**src/rtl/itlb_repl_ctrl.sv**
```systemverilog
module itlb_repl_ctrl #(
  parameter int REG_W   = 32,
  parameter int ORD_LSB = 26,
  parameter int BND_LSB = 18,
  parameter int CNT_LSB = 10,
  parameter int CNT_W   = 6
) (
  input  logic             clk,
  input  logic             rst_n,
  input  logic             sw_wr,
  input  logic [REG_W-1:0] sw_data,
  input  logic             itlb_use,
  input  logic [1:0]       itlb_idx,
  input  logic             utlb_acc,
  output logic [REG_W-1:0] mmucr,
  output logic [1:0]       victim_idx,
  output logic             lru_err
);
  localparam int ORD_W = 6;
  localparam int CNT_MAX = (1 << CNT_W) - 1;

  logic [REG_W-1:0] reg_q, reg_d;
  logic             err_q;
  logic [ORD_W-1:0] ord, ord_upd;
  logic [CNT_W-1:0] cnt, bnd, cnt_upd;
  logic [CNT_W:0]   cnt_inc;
  logic             m0, m1, m2, m3, bad;

  assign ord = reg_q[ORD_LSB +: ORD_W];
  assign cnt = reg_q[CNT_LSB +: CNT_W];
  assign bnd = reg_q[BND_LSB +: CNT_W];

  assign m0  = ord[5] & ord[4] & ord[3];
  assign m1  = ~ord[5] & ord[2] & ord[1];
  assign m2  = ~ord[4] & ~ord[2] & ord[0];
  assign m3  = ~ord[3] & ~ord[1] & ~ord[0];
  assign bad = ~(m0 | m1 | m2 | m3);

  assign lru_err = err_q | bad;
  assign victim_idx = lru_err ? 2'd0 : m0 ? 2'd0 : m1 ? 2'd1 : m2 ? 2'd2 : 2'd3;

  always_comb begin
    ord_upd = ord;
    case (itlb_idx)
      2'd0: ord_upd[5:3] = 3'b000;
      2'd1: begin ord_upd[5] = 1'b1; ord_upd[2:1] = 2'b00; end
      2'd2: begin ord_upd[4] = 1'b1; ord_upd[2] = 1'b1; ord_upd[0] = 1'b0; end
      default: begin ord_upd[3] = 1'b1; ord_upd[1:0] = 2'b11; end
    endcase
  end

  assign cnt_inc = {1'b0, cnt} + 1'b1;
  assign cnt_upd = (((bnd != '0) && (cnt_inc > {1'b0, bnd})) || (cnt_inc > CNT_MAX))
                   ? '0 : cnt_inc[CNT_W-1:0];

  always_comb begin
    reg_d = reg_q;
    if (itlb_use) reg_d[ORD_LSB +: ORD_W] = ord_upd;
    if (utlb_acc) reg_d[CNT_LSB +: CNT_W] = cnt_upd;
    if (sw_wr)    reg_d = sw_data;
  end

  always_ff @(posedge clk or negedge rst_n) begin
    if (!rst_n) begin
      reg_q <= '0;
      err_q <= 1'b0;
    end else begin
      reg_q <= reg_d;
      err_q <= sw_wr ? 1'b0 : (err_q | bad);
    end
  end

  assign mmucr = reg_q;


  cnt_bound_chk: assert property (@(posedge clk) disable iff (!rst_n)
    (utlb_acc && !sw_wr && bnd != '0) |=> (mmucr[CNT_LSB +: CNT_W] <= $past(bnd)));


  sw_prio_chk: assert property (@(posedge clk) disable iff (!rst_n)
    sw_wr |=> (mmucr == $past(sw_data)));


  idle_hold_chk: assert property (@(posedge clk) disable iff (!rst_n)
    (!sw_wr && !itlb_use && !utlb_acc) |=> $stable(mmucr));


  err_sticky_chk: assert property (@(posedge clk) disable iff (!rst_n)
    (lru_err && !sw_wr) |=> lru_err);


  used_not_victim_chk: assert property (@(posedge clk) disable iff (!rst_n)
    (itlb_use && !sw_wr) |=> (lru_err || victim_idx != $past(itlb_idx)));


  other_bits_chk: assert property (@(posedge clk) disable iff (!rst_n)
    !sw_wr |=> ($stable(mmucr[25:24]) && $stable(mmucr[23:16]) && $stable(mmucr[9:0])));
endmodule

```
**config.mk**
```make
export PLATFORM = sky130hd
export DESIGN_NAME = itlb_repl_ctrl
export DESIGN_NICKNAME = d
export VERILOG_FILES = /design/src/rtl/itlb_repl_ctrl.sv
export SDC_FILE = /design/constraint.sdc
export NUM_CORES = 1
export LEC_CHECK = 0
export ABC_AREA = 1
export BUFFER_PORTS_ARGS = -buffer_cell sky130_fd_sc_hd__buf_2
export CELL_PAD_IN_SITES_DETAIL_PLACEMENT = 1
export CELL_PAD_IN_SITES_GLOBAL_PLACEMENT = 1
export CORE_MARGIN = 2
export CORE_UTILIZATION = 34
export CTS_CLUSTER_SIZE = 24
export DETAILED_ROUTE_END_ITERATION = 10
export GPL_TIMING_DRIVEN = 0
export MAX_ROUTING_LAYER = met4
export PLACE_DENSITY_LB_ADDON = 0.2
export RECOVER_POWER = 100
export SYNTH_ARGS = -nofsm -noshare
export SYNTH_HDL_FRONTEND = slang
export SYNTH_SLANG_ARGS = --single-unit
```
**constraint.sdc**
```tcl
create_clock -name clk -period 2.5 [get_ports clk]
set_input_delay 0.25 -clock clk [delete_from_list [all_inputs] [get_ports clk]]
set_output_delay 0.25 -clock clk [all_outputs]
set_load 0.02 [all_outputs]
```
# After elaboration in Yosys (flattened, before gate mapping)

Cells that the tools add are included.

Bits in registers: 33
Latch bits: 0
RAM bits: 0
Memory bits (read-only): 0
Input port bits: 39
Memories: 0

Add/subtract/negate cells: 1
Multiply operators: 0
Divide/modulo/power cells: 0
Magnitude comparators: 2
Equal/unequal tests: 5
Shift operators: 0
Muxes and demuxes: 15
Bitwise logic cells: 19
Reduce and logical (&&, ||, !) cells: 18

Operators with widths:

| operator                                                                         | count |
|---|---|
| 32-bit 2-to-1 mux                                                                | 1 |
| 6-bit 2-to-1 mux                                                                 | 3 |
| 1-bit case mux with 2 select lines                                               | 6 |
| 2-bit AND reduction                                                              | 6 |
| 3-bit nonzero test                                                               | 3 |
| 1-bit AND                                                                        | 8 |
| 6-bit by 1-bit adder with 7-bit output (second input constant)                   | 1 |
| 7-bit by 6-bit greater-than comparator with 1-bit output                         | 1 |
| 7-bit by 6-bit greater-than comparator with 1-bit output (second input constant) | 1 |
| 1-bit NOT                                                                        | 7 |
| 2-bit 2-to-1 mux                                                                 | 3 |
| 2-bit by 1-bit inequality test with 1-bit output (second input constant)         | 3 |
| 6-bit nonzero test                                                               | 1 |
| 2-bit OR reduction                                                               | 3 |
| 1-bit bitwise OR                                                                 | 4 |
| 2-bit nonzero test                                                               | 2 |
| 2-bit by 1-bit equality test with 1-bit output (second input constant)           | 1 |
| 2-bit equality test (second input constant)                                      | 1 |
| 2-bit zero test                                                                  | 1 |
| 1-bit 2-to-1 mux                                                                 | 2 |
| 1-bit logical AND                                                                | 1 |
| 1-bit logical OR                                                                 | 1 |

# Longest topological paths before layout

Gate-level depths: netlist of the first run.

Word-level depth: 9
Depth in mapped cells: 16
Depth with buffers taken out: 16

# Worst setup path before layout of the first run

OpenSTA, ideal clock, no wires.

Path kind: flip-flop to flip-flop
Start point: reg reg_q[10], in the netlist mmucr[10]
End point: reg reg_q[10], in the netlist mmucr[10]
Library setup time: 0.122 ns
Arrival time: 1.908 ns
Data required time: 2.378 ns
Setup slack: 0.470 ns
Cell stages (with the launch flop): 17
Path buffers: 0
Clock period less this slack: 2.030 ns
Path through: dfrtp_1 -> ha_1 -> nand2_1 -> inv_2 -> nand2_1 -> nand2_1 -> inv_2 -> ha_1 -> nand2_1 -> nor2_1 -> nand2_1 -> nand2_1 -> nand2_1 -> nand2_1 -> nand2_2 -> nand3_1 -> nand2_1

Longest elaborated chain between the ends: 7
Elaborated cells between the ends (all ways): 8
Those cells by class: add/sub (1); order compare (2); mux (3); reduce/logical (2)

Ends and longest elaborated chain:

| item                                                     | line | text |
|---|---|---|
| start, declared                                          | 22   | `logic [REG_W-1:0] reg_q, reg_d;` |
| start signal, assigned                                   | 68   | `reg_q <= reg_d;` |
| 6-bit by 1-bit adder with 7-bit output *                 | 52   | `assign cnt_inc = {1'b0, cnt} + 1'b1;` |
| 7-bit by 6-bit greater-than comparator with 1-bit output | 53   | `assign cnt_upd = (((bnd != '0) && (cnt_inc > {1'b0, bnd})) \|\| (cnt_inc > CNT_MAX))` |
| 1-bit logical AND                                        | 53   |  |
| 1-bit logical OR                                         | 53   |  |
| 6-bit 2-to-1 mux *                                       | 54   | `? '0 : cnt_inc[CNT_W-1:0];` |
| 6-bit 2-to-1 mux *                                       | 59   | `if (utlb_acc) reg_d[CNT_LSB +: CNT_W] = cnt_upd;` |
| 32-bit 2-to-1 mux *                                      | 60   | `if (sw_wr) reg_d = sw_data;` |

Mark *: on every way between the ends. The rest lies on a longest branch, timed or not. The select of a mux whose other input is x is not followed.
A chain may end at the register's enable or synchronous reset.

# Worst setup path in the final report of the first run

Start point: reg reg_q[10], in the netlist mmucr[10]
End point: reg reg_q[14], in the netlist mmucr[14]

Same word-level chain as after synthesis.

==> summary.md, run 1 <==
For this design the ratio of total power to cell area is 635 nW/um^2. Summed over all nets, the half-perimeter wirelength after detailed placement is 3980 um. During placement, the flow inserted port buffers numbering 72. The die covers 6060 um^2. Detailed routing inserted a total of 1845 vias. The flow ran to the end, but the final reports show violations. Once placement completed, the tool counted placed cells totaling 380. The H-tree generated during clock tree synthesis spans 2 levels.

The tools report the sum of routed wire length over all layers as 5240 um. The cell row count is 26. In the synthesized netlist, the number of instances is 238.

After detailed routing, the average wire length per cell comes to 13.5 um. The classification of the worst-slack hold path was in2reg. The tools report the number of cells upsized or downsized after cts as 0.

After layout, the design draws a total of 1.48 mW. The number of enable flip-flop cells after synthesis was 0; the clock-pin transition on the worst setup and hold timing paths was 0.07 ns. TritonCTS built the clock tree. The longest clock path from root to sink contains 2 buffers. The most used flip-flop cell after synthesis was dfrtp_1. The simple-gate area share of the yosys netlist was 29.3%. The tools report the startpoint of the worst-slack reg-to-reg timing path as mmucr[10]. The startpoint class of the critical path was a register. The first global-routing pass estimated 8660 um of wire. At the later pin of the worst-skew pair, clock insertion delay measures 0.28 ns. The run gives 0 as the count of antenna diodes in the layout. Of the post-synthesis cell area, the part taken by muxes is 0.540%.

Counting the fill cells in the layout gives 695. The floorplan step set the die width to 77.9 um. Global routing consumed, over all layers together, 18.6% of the routing resources.

After detailed routing, the number of remaining DRC violations is 0. For this run, asynchronously set or reset flops after synthesis account for 100%. By startpoint and endpoint, the worst setup path is classified as reg2reg. The post-synthesis cell type with the largest combined area was dfrtp_1.

Derived from the worst setup path, the maximum achievable clock frequency is 444 MHz. The commonest non-fill, non-tap cell in the layout was nand2_1. The run gives 2340 um^2 as the post-layout instance area.

After detailed routing, the number of vias per cell comes to 4.76. The floorplan die height works out to 77.9 um. The sequential-to-total area share from yosys stat came out at 44.5%. For the via count of the first global-routing pass, the log shows 1870. The capturing point of the worst reg2reg path was mmucr[14].

The area share of the leading cell type in the synthesized netlist came out at 44.5%. In this run the cell area of the synthesized design comes to 1850 um^2. Fraction of final layout cells with drive strength greater than 1: 20.4%.

Setup repair after global routing left no endpoint under its margin. The final setup skew came out at 0.00233 ns. The synthesized netlist devotes 0% of its cell area to XOR and XNOR gates. Unique cell type count in the Yosys netlist: 28. The number of synthesized register bits came out at 33. The tools report the standby leakage power as 1.24 nW. For the pin with the worst max-slew slack, the measured transition is 1.75 ns. The area after detailed placement is 2300 um^2, and the path depth of the worst reg2reg path is 16.

The total clock buffers created by CTS was 5; the count of nets left with antenna violations after detail routing was 0. The count of max-cap constraint violations came out at 1. The tools report the number of cells in the finished layout apart from fillers as 388. Arrival time at the worst endpoint: 2.43 ns. The area of the core region was 5170 um^2. Relative to the synthesized area, the layout overhead comes to 26.1%. In this run the most critical hold path is launched from sw_data[25]. Headroom to the max-slew limit came out at -16.5%. Initial antenna violation count: 0. The first detailed-routing pass took 4 iterations. The worst hold path terminates at mmucr[25].

The worst path in the final design needs a cycle of 2.25 ns, including I/O delays and setup. Adding up every negative setup slack in the final design gives 0 ns. The area share of fa/ha/maj cells after synthesis is 7.42%.

74 I/O pins were placed. The initial utilization of the core area, before any placement, comes to 35.8%. The final weighted congestion of routability-driven global placement is 0.835. STA classifies the critical path endpoint as a register.

The synthesized netlist devotes 10.5% of its cell area to compound gates. Across the VDD grid, the largest voltage drop is 0.198 mV. Across all register-to-register paths, the minimum setup slack is 0.25 ns. The number of nets handed over by synthesis was 288.

In this run the post-CTS setup repair buffer count came out at 0. Setup violations remaining at the end of the flow were counted as 0. Entering global routing, the biggest net connects 34 pins.

A synthesized cell averages 7.79 um^2. Library cell used as clock root buffer: clkbuf_8. The count of endpoints failing hold in the final timing report came out at 0. The first routing iteration left 54 violations. The run gives 0 as the count of hold-fix buffers inserted at cts. The checks that failed: max-capacitance violations, max-slew violations. The top cell types in the final layout, fill and taps aside, are nand2_1, clkbuf_1, buf_2, dfrtp_1, inv_1. The most critical setup path has its startpoint at mmucr[10]. At the end of the flow, the number of nets in the layout was 367. The tools report the total global routing overflow as 0. The number of warnings issued by yosys is 0. Ranked by total cell area, the synthesized netlist is headed by dfrtp_1, nand2_1, ha_1.

Final hold analysis gives a worst-case slack of 0.162 ns. In this run the worst path has a maximum fanout of 7. STA puts the critical path data required time at 2.67 ns. The worst hold path passes through 3 cells.

The logs give 34 for the max-slew violation total from the final report and 33 for the CTS sink count. In the finished design, the share of the clock period the worst path needs comes to 90.2%. The main combinational cell family by area after synthesis was simple AND/OR/NAND/NOR gates.
-- layout make-up --
class | instances | area [um^2] | share of cell area (%)
Timing Repair Buffer | 72 | 318 | 13.6
Tap cell | 70 | 87.6 | 3.75
Sequential cell | 33 | 826 | 35.3
Multi-Input combinational cell | 168 | 886 | 37.9
Clock inverter | 2 | 10.0 | 0.428
Clock buffer | 6 | 72.6 | 3.10
Inverter | 31 | 116 | 4.98
Buffer | 6 | 22.5 | 0.963
-- how the worst max path moves through the flow --
stage	end	slack (ns)	cells after the start
6_report	mmucr[14]	0.25	16
2_1_floorplan	mmucr[10]	0.47	16
3_5_place_dp	mmucr[14]	0.27	16
5_1_grt	mmucr[14]	0.007	16
3_3_place_gp	mmucr[15]	0.34	16
4_1_cts	mmucr[14]	0.20	16
-- where the power goes --
| group | switching (mW) | internal (mW) | total [mW] |
|---|---|---|---|
| sequential | 0.0565 | 0.590 | 0.647 |
| clock | 0.199 | 0.193 | 0.391 |
| combinational | 0.299 | 0.147 | 0.446 |
| total | 0.554 | 0.930 | 1.48 |
-- stage by stage --
step	setup WS [ns]	util, %
floorplan	0.470	-
global placement	0.343	44.5
detailed placement	0.275	44.5
CTS	0.203	46.1
global route	0.00701	45.2
finish	0.246	45.2
-- Yosys cell counts (2+ instances only) --
| cell | number |
|---|---|
| nand2_1 | 76 |
| a21oi_1 | 9 |
| buf_1 | 2 |
| nand3_1 | 19 |
| nand2_2 | 7 |
| nor2_1 | 15 |
| o31ai_1 | 2 |
| dfrtp_1 | 33 |
| o21ai_1 | 2 |
| o21ai_0 | 6 |
| nand3_2 | 2 |
| ha_1 | 11 |
| inv_1 | 23 |
| buf_2 | 3 |
| nor2_2 | 2 |
| inv_2 | 8 |
| a22oi_1 | 7 |
-- logic make-up (layout without fill, tap and decap cells) --
family / after synthesis / in the layout
AOI/OAI and AO/OA: 31 / 31
adders and majority gates: 11 / 11
buffers and inverters: 37 / 117
DFF: 33 / 33
muxes: 1 / 1
and+or+nand+nor: 125 / 125
-- state kept, by name, indices dropped and copies added, names as in the netlist --
| name | flops |
|---|---|
| mmucr | 32 |
| err_q | 1 |
-- worst max-delay path: stages (launching register included) --
cell     delay, ns
dfrtp_1       0.49
ha_1          0.24
nand2_1       0.08
inv_2         0.10
nand2_1       0.06
nand2_1       0.10
inv_2         0.06
ha_1          0.29
nand2_1       0.05
nor2_1        0.13
nand2_1       0.08
nand2_1       0.07
nand2_1       0.05
nand2_1       0.06
nand2_2       0.10
nand3_1       0.12
nand2_1       0.05
-- per-layer routing --
layer	vias up	share of wire, %	track usage, %
met5	-	0	-
met4	0	1.0	5.36
met3	4	4.9	4.30
met2	50	46	29.3
met1	869	48	23.8
li1	922	-	-
Power figures use the tool's default switching activity.
==> run 2, diff against run 1 <==
- BUFFER_PORTS_ARGS: -buffer_cell sky130_fd_sc_hd__buf_2 -> -buffer_cell sky130_fd_sc_hd__buf_4
==> run 2 against run 1 <==
Against the previous run: the run now ends clean; clock-buffer cell count stayed put; cell count is 0.26% higher; sequential power hardly changed; die area stayed put; global-route usage is 0.46 points higher; fmax is 4.1% higher; sequential share of layout area is 1.6 points lower; largest power group unchanged; highest routed layer unchanged.
==> summary.md, run 2 (synthesized netlist as in run 1, its figures left out) <==
The flow ran to the end, and the final reports show no timing, DRC or antenna violations. Final worst hold slack: 0.167 ns (+0.00536 ns). Setup repair after global routing left no endpoint under its margin. The transition at the pin with the smallest max-transition slack is 0.490 ns (-1.26 ns).

The post-CTS setup-driven buffer insertion count is 0 (unchanged), and the share of the clock period used by the worst path after layout is 86.6% (-3.5 points). Leaving out fill and tap cells, the most frequent cell in the layout is nand2_1. The run gives 0 (unchanged) as the initial antenna violation count.

The port buffer count is 72 (unchanged), and the area growth from synthesis to layout is 32.3%. Among all stages on the critical path, the largest delay is contributed by dfrtp_1. The logs give 1.28 nW (+3.3%) for the standby leakage power and 0 (unchanged) for the final setup violation count. The sum of routed wire length over all layers was 5250 um (+0.32%). The combined flip-flop and latch cell area was 827 um^2 (+0.15%). Count of antenna diodes in the layout: 0 (unchanged). The final sum of negative setup slack is 0 ns (unchanged), and the pin count of the biggest net entering global routing is 34 (unchanged).

In this run the worst hold path is classified as in2reg. The tools report the CTS sink count as 33 (unchanged). Leaving out fill and tap cells, the most frequent cells in the layout are nand2_1, clkbuf_1, buf_4, dfrtp_1, inv_1.

Count of nets left with antenna violations after detail routing: 0 (unchanged). The critical path is of the reg2reg type. The logs give 74 (unchanged) for the number of top-level design ports and 0 (unchanged) for the number of remaining DRC errors. The clock period minus worst slack works out to 2.17 ns (-0.0882 ns). The count of endpoints failing hold in the final timing report came out at 0 (unchanged). Counting stages on the worst path, the most repeated cell is nand2_1. The cell row count came out at 26 (unchanged). The die outline area was 6060 um^2 (unchanged); the flip-flop count of the largest register after layout was 32 (unchanged). Grouping stages by cell kind, the critical path spends the most delay in simple AND/OR/NAND/NOR gates.

Clock-pin transition on the worst setup and hold timing paths: 0.07 ns (about the same). Deepest level of the CTS H-tree: 2 (unchanged). TritonCTS built the clock tree.

The total clock buffers created by CTS was 5 (unchanged). The count of buffering cells on the critical path with inverters included is 2 (unchanged). The tools report the combined area of the multi-input logic cells as 886 um^2 (unchanged).

The maximum resistive drop on vdd was 0.205 mV (+3.2%); the number of vias in the routed layout was 1864 (+1.0%). The worst slew slack as a fraction of its limit came out at 67.3% (+84 points). The fraction of final layout cells with drive strength greater than 1 is 21.3% (+0.88 points), and the total power density per cell area is 611 nW/um^2 (-3.7%).

The run gives 48 (-11%) as the violation count after the first detailed-route iteration. The critical path goes through ha_1, nand2_1, inv_2, nand2_1, nand2_1, inv_2, ha_1, nand2_1, nor2_1, nand2_1, nand2_1, nand2_1, nand2_1, nand2_2, nand3_1, nand2_1. The logs give 1911 (+2.2%) for the via count of the first global-routing pass and 5170 um^2 (unchanged) for the area of the core region.

The largest registers in the layout are mmucr x32, err_q x1. For the final setup skew, the log shows 0.00173 ns (-0.000598 ns). The arrival time at the worst endpoint is 2.33 ns (-0.10 ns), and the maximum number of buffers from clock root to sink is 2 (unchanged). The run gives 4 (unchanged) as the detailed-router iteration count before antenna repair.

Overall global routing resource usage: 19.0% (+0.46 points). The final weighted congestion of routability-driven global placement was 0.831 (-0.40%). Register ranked first by flip-flop count: mmucr. For the critical path required time, the log shows 2.66 ns (about the same). The tools report the maximum operating frequency as 462 MHz (+4.1%).

First-pass GRT wire length: 8940 um (+3.3%). STA classifies the critical path endpoint as a register. The run gives 4040 um (+1.4%) as the half-perimeter wire length after placement.

The floorplan die height is 77.9 um (unchanged), and the detailed-route wire length per cell is 13.5 um (about the same). The worst setup path is launched from a register. The post-detailed-route via-to-cell ratio was 4.79 (+0.77%); the worst stage delay on the critical path was 0.47 ns (-0.02 ns).

The post-layout net count was 368 (+0.27%); the max-slew violation total from the final report was 0 (-100%). The effective utilization at floorplan is 35.8% (unchanged). The die width was 77.9 um (unchanged); the filler cell count in the final layout was 690 (-0.72%). The worst-path maximum fanout is 6 (-1), and the count of max-cap constraint violations is 0 (-1).

The run gives 0.28 ns (about the same) as the clock latency on the worst-skew pair. In this run the clock root is driven by a clkbuf_8. The total global routing overflow came out at 0 (unchanged).
run 2: changes by cell type in the layout (fill, tap and decap cells not counted):
cell,delta
buf_4,+39
buf_2,-38
clkbuf_1,-2
clkbuf_4,+1
dfrtp_1,-1
dfrtp_2,+1
dlygate4sd3_1,+1
run 2: where the power goes:
group / internal [mW] / leakage (nW) / switching [mW]
combinational: 0.170 / 0.832 / 0.298
clock: 0.193 / 0.0450 / 0.191
sequential: 0.591 / 0.400 / 0.0566
run 2: path summary, 6_finish.rpt:
| check | start | end | slack, ns | cells past startpoint |
|---|---|---|---|---|
| worst max register to register | mmucr[11] | mmucr[10] | 0.33 | 16 |
| max in group asynchronous | rst_n | mmucr[10] | 1.70 | 2 |
| min in group asynchronous | rst_n | mmucr[5] | 0.46 | 2 |
| worst min-delay path | sw_data[9] | mmucr[9] | 0.17 | 3 |
| worst min register to register | mmucr[6] | mmucr[6] | 0.47 | 2 |
| worst max-delay path | mmucr[11] | mmucr[10] | 0.33 | 16 |
run 2: layer usage:
| metal | wire length (um) | part of all wire (%) | GRT usage, % | vias up |
|---|---|---|---|---|
| met5 | 0 | 0 | - | - |
| met4 | 34 | 0.65 | 4.29 | 0 |
| met3 | 229 | 4.4 | 3.60 | 4 |
| met2 | 2500 | 48 | 31.3 | 51 |
| met1 | 2490 | 47 | 24.3 | 884 |
| li1 | - | - | - | 925 |
run 2: what timing repair did:
action / 4_1_cts / 5_1_grt
hold buffers: 1 / 0
setup endpoints to repair: 0 / 6
gates resized for setup: 0 / 1
hold endpoints to repair: 33 / 0
run 2: final cells by class:
class                      count  area share [%]
buffer                         6           0.918
clock buffer                   6            2.96
clock inverter                 2           0.408
inverter                      31            4.74
multi-input combinational    168            36.1
sequential                    33            33.7
tap                           70            3.57
timing repair buffer          73            17.6
run 2: metrics by stage:
stage / power (mW) / utilization [%] / cell area [um^2] / cells / setup slack (ns)
floorplan: 0.947 / - / 1850 / 238 / 0.470
global placement: 1.16 / 48.0 / 2480 / 380 / 0.305
detailed placement: 1.18 / 48.0 / 2480 / 380 / 0.275
CTS: 1.57 / 49.8 / 2570 / 389 / 0.243
global route: 1.62 / 47.4 / 2450 / 389 / 0.0323
finish: 1.50 / 47.4 / 2450 / 389 / 0.334
run 2: worst min-delay path, stage by stage:
cell     delay [ns]
buf_4          0.08
nand2_1        0.04
nand2_1        0.05
==> run 3, diff against run 2 <==
- PLACE_DENSITY: not set -> 0.85
- PLACE_DENSITY_LB_ADDON: 0.2 -> not set
==> run 3 against run 2 <==
Against the previous run: critical path depth shrank 1; die area unchanged; combinational power is 3% higher; global-route usage rose by 2.2 points; hold slack worse by 0.014 ns; sequential cell count unchanged; cell area grew 1.4%; power increased by 12%; cell count unchanged; critical path type unchanged; critical endpoint is now mmucr[11]; largest cell class unchanged.
==> summary.md, run 3 (synthesized netlist as in run 1, its figures left out) <==
The run finished with clean final reports. The pin count of the biggest net entering global routing came out at 34 (unchanged). The total clock buffers created by CTS is 5 (unchanged). Count of nets left with antenna violations after detail routing: 0 (unchanged). The slowest library cell on the worst path was dfrtp_1. The clock-pin transition on the worst setup and hold timing paths works out to 0.08 ns (about the same). Compared with the post-synthesis result, the final layout area differs by 34.1%.

The tools report the maximum operating frequency as 441 MHz (-4.5%). The flip-flop count of the largest register after layout works out to 32 (unchanged). The largest registers in the layout are mmucr x32, err_q x1. For the setup slack of the most critical reg-to-reg path, the log shows 0.23 ns (-0.10 ns).

Setup repair after global routing left no endpoint under its margin. The run gives 5820 um (+11%) as the sum of routed wire length over all layers. The number of vias in the routed layout was 1902 (+2.0%); the CTS sink count was 33 (unchanged). Total global routing overflow: 0 (unchanged). For the cell row count, the log shows 26 (unchanged). The logs give 0 ns (unchanged) for the final sum of negative setup slack and 0.29 ns (about the same) for the clock latency on the worst-skew pair.

The detailed-route wire length per cell was 15.0 um (+11%). The library cell used most frequently in the layout, excluding fill and tap cells, is nand2_1. The register ranked first by flip-flop count was mmucr.

The tools report the via count of the first global-routing pass as 2103 (+10%). The worst stage delay on the critical path is 0.46 ns (about the same), and the post-detailed-route via-to-cell ratio is 4.89 (+2.0%). The path depth of the worst reg2reg path is 15 (-1), and the number of cells on the worst hold path is 3 (unchanged). The port buffer count came out at 72 (unchanged).

The run gives 0 (unchanged) as the count of antenna diodes in the layout. The detailed-router iteration count before antenna repair was 4 (unchanged); the arrival time at the worst endpoint was 2.50 ns (+0.17 ns). The worst setup path is launched from a register. The maximum number of buffers from clock root to sink was 2 (unchanged); the number of top-level design ports was 74 (unchanged).

The overall global routing resource usage was 21.2% (+2.2 points); the final setup skew was 0.00641 ns (+0.00468 ns). The total power density per cell area works out to 672 nW/um^2 (+9.9%). In this run the clock root is driven by a clkbuf_8. Broken down by cell family, the worst path's largest delay share belongs to simple AND/OR/NAND/NOR gates. Count of max-cap constraint violations: 0 (unchanged). For the final core utilization, the log shows 48.1% (+0.68 points).

The first-pass GRT wire length came out at 9960 um (+11%). The tools report the post-layout instance area as 2490 um^2 (+1.4%). The number of cells after detailed placement was 380 (unchanged). Capturing point of the worst reg2reg path: mmucr[11]. TritonCTS built the clock tree.

Number of remaining DRC errors: 0 (unchanged). The worst-path maximum fanout was 6 (unchanged). The clock period minus worst slack works out to 2.27 ns (+0.103 ns). In this design, the critical path's most frequently occurring cell is nand2_1. The type of destination of the critical path was a register. The critical path required time was 2.73 ns (+0.07 ns); the area after detailed placement was 2480 um^2 (unchanged). In this run the worst hold path is classified as in2reg. The number of cells in the finished layout apart from fillers came out at 389 (unchanged).

The floorplan die height came out at 77.9 um (unchanged). Traced cell by cell, the critical path runs through ha_1, nand2_1, inv_2, nand2_1, nand2_1, inv_2, ha_1, nand2_1, nor2_1, nand4_1, nand2_1, nand2_1, nand2_2, nand3_1, nand2_1. The count of buffering cells on the critical path with inverters included is 2 (unchanged). The worst setup path is of the reg2reg kind. Standby leakage power: 1.29 nW (+0.94%).

The startpoint of the worst-slack reg-to-reg timing path is mmucr[11]. The logs give 2 (unchanged) for the deepest level of the CTS H-tree and 57 (+19%) for the violation count after the first detailed-route iteration. The tools report the final weighted congestion of routability-driven global placement as 0.840 (+1.1%). The startpoint identified for the worst hold timing path is sw_data[17]. The tools report the initial antenna violation count as 0 (unchanged). The die width is 77.9 um (unchanged), and the post-layout net count is 368 (unchanged). In the layout the commonest cells are nand2_1, buf_4, clkbuf_1, dfrtp_1, inv_1. For the maximum resistive drop on vdd, the log shows 0.433 mV (+110%). The share of the clock period used by the worst path after layout came out at 90.8% (+4.1 points).

The half-perimeter wire length after placement was 4500 um (+11%). Destination of the worst hold path: mmucr[17]. The fraction of final layout cells with drive strength greater than 1 came out at 21.6% (+0.31 points). For the count of endpoints failing hold in the final timing report, the log shows 0 (unchanged).

The max-slew violation total from the final report was 0 (unchanged); the transition at the pin with the smallest max-transition slack was 0.864 ns (+0.374 ns). The run gives 42.4% (-25 points) as the worst slew slack as a fraction of its limit. The tools report the final setup violation count as 0 (unchanged). For the effective utilization at floorplan, the log shows 35.8% (unchanged). The tools report the area of the core region as 5170 um^2 (unchanged). The die outline area was 6060 um^2 (unchanged).
==> run 3: report_power, final <==
group	total [mW]	switching [mW]	internal, mW
Combinational	0.480	0.310	0.169
Sequential	0.648	0.0572	0.590
Clock	0.544	0.220	0.324
==> run 3: tightest hold or removal path: stages <==
cell     delay, ns
buf_4         0.08
nand2_1       0.04
nand2_1       0.05
==> run 3: area by class of cell <==
cell class,instances,area [um^2]
Fill cell,698,2690
Multi-Input combinational cell,168,886
Clock buffer,6,82.6
Timing Repair Buffer,73,428
Clock inverter,2,37.5
Inverter,31,116
Buffer,6,22.5
Tap cell,70,87.6
Sequential cell,33,827
==> run 3: worst max path at each step <==
| stage | cells past startpoint | from | slack, ns | end |
|---|---|---|---|---|
| after floorplan | 16 | mmucr[10] | 0.47 | mmucr[10] |
| after global placement | 16 | mmucr[10] | 0.30 | mmucr[12] |
| after detailed placement | 16 | mmucr[10] | 0.18 | mmucr[11] |
| after CTS | 15 | mmucr[10] | 0.16 | mmucr[11] |
| after global routing | 15 | mmucr[11] | 0.01 | mmucr[15] |
| final | 15 | mmucr[11] | 0.23 | mmucr[11] |
==> run 3: what timing repair did <==
item / CTS / global route
gates resized for setup: 0 / 1
hold buffers: 1 / 0
setup endpoints to repair: 0 / 6
buffers inserted: 0 / 0
endpoints found under the hold margin: 33 / 0
==> run 3: through the flow <==
stage | hold WS [ns] | total power [mW] | setup slack (ns)
2_1_floorplan | -0.0456 | 0.947 | 0.470
3_3_place_gp | 0.226 | 1.16 | 0.304
3_5_place_dp | 0.231 | 1.19 | 0.183
4_1_cts | 0.149 | 1.74 | 0.155
5_1_grt | 0.152 | 1.77 | 0.0137
6_report | 0.153 | 1.67 | 0.231
==> run 3: layer usage <==
| metal | up-vias | share of wire, % | GRT usage [%] |
|---|---|---|---|
| li1 | 922 | - | - |
| met1 | 919 | 43 | 25.0 |
| met4 | 0 | 2.4 | 7.50 |
| met3 | 12 | 3.9 | 3.37 |
| met5 | - | 0 | - |
| met2 | 49 | 51 | 36.6 |
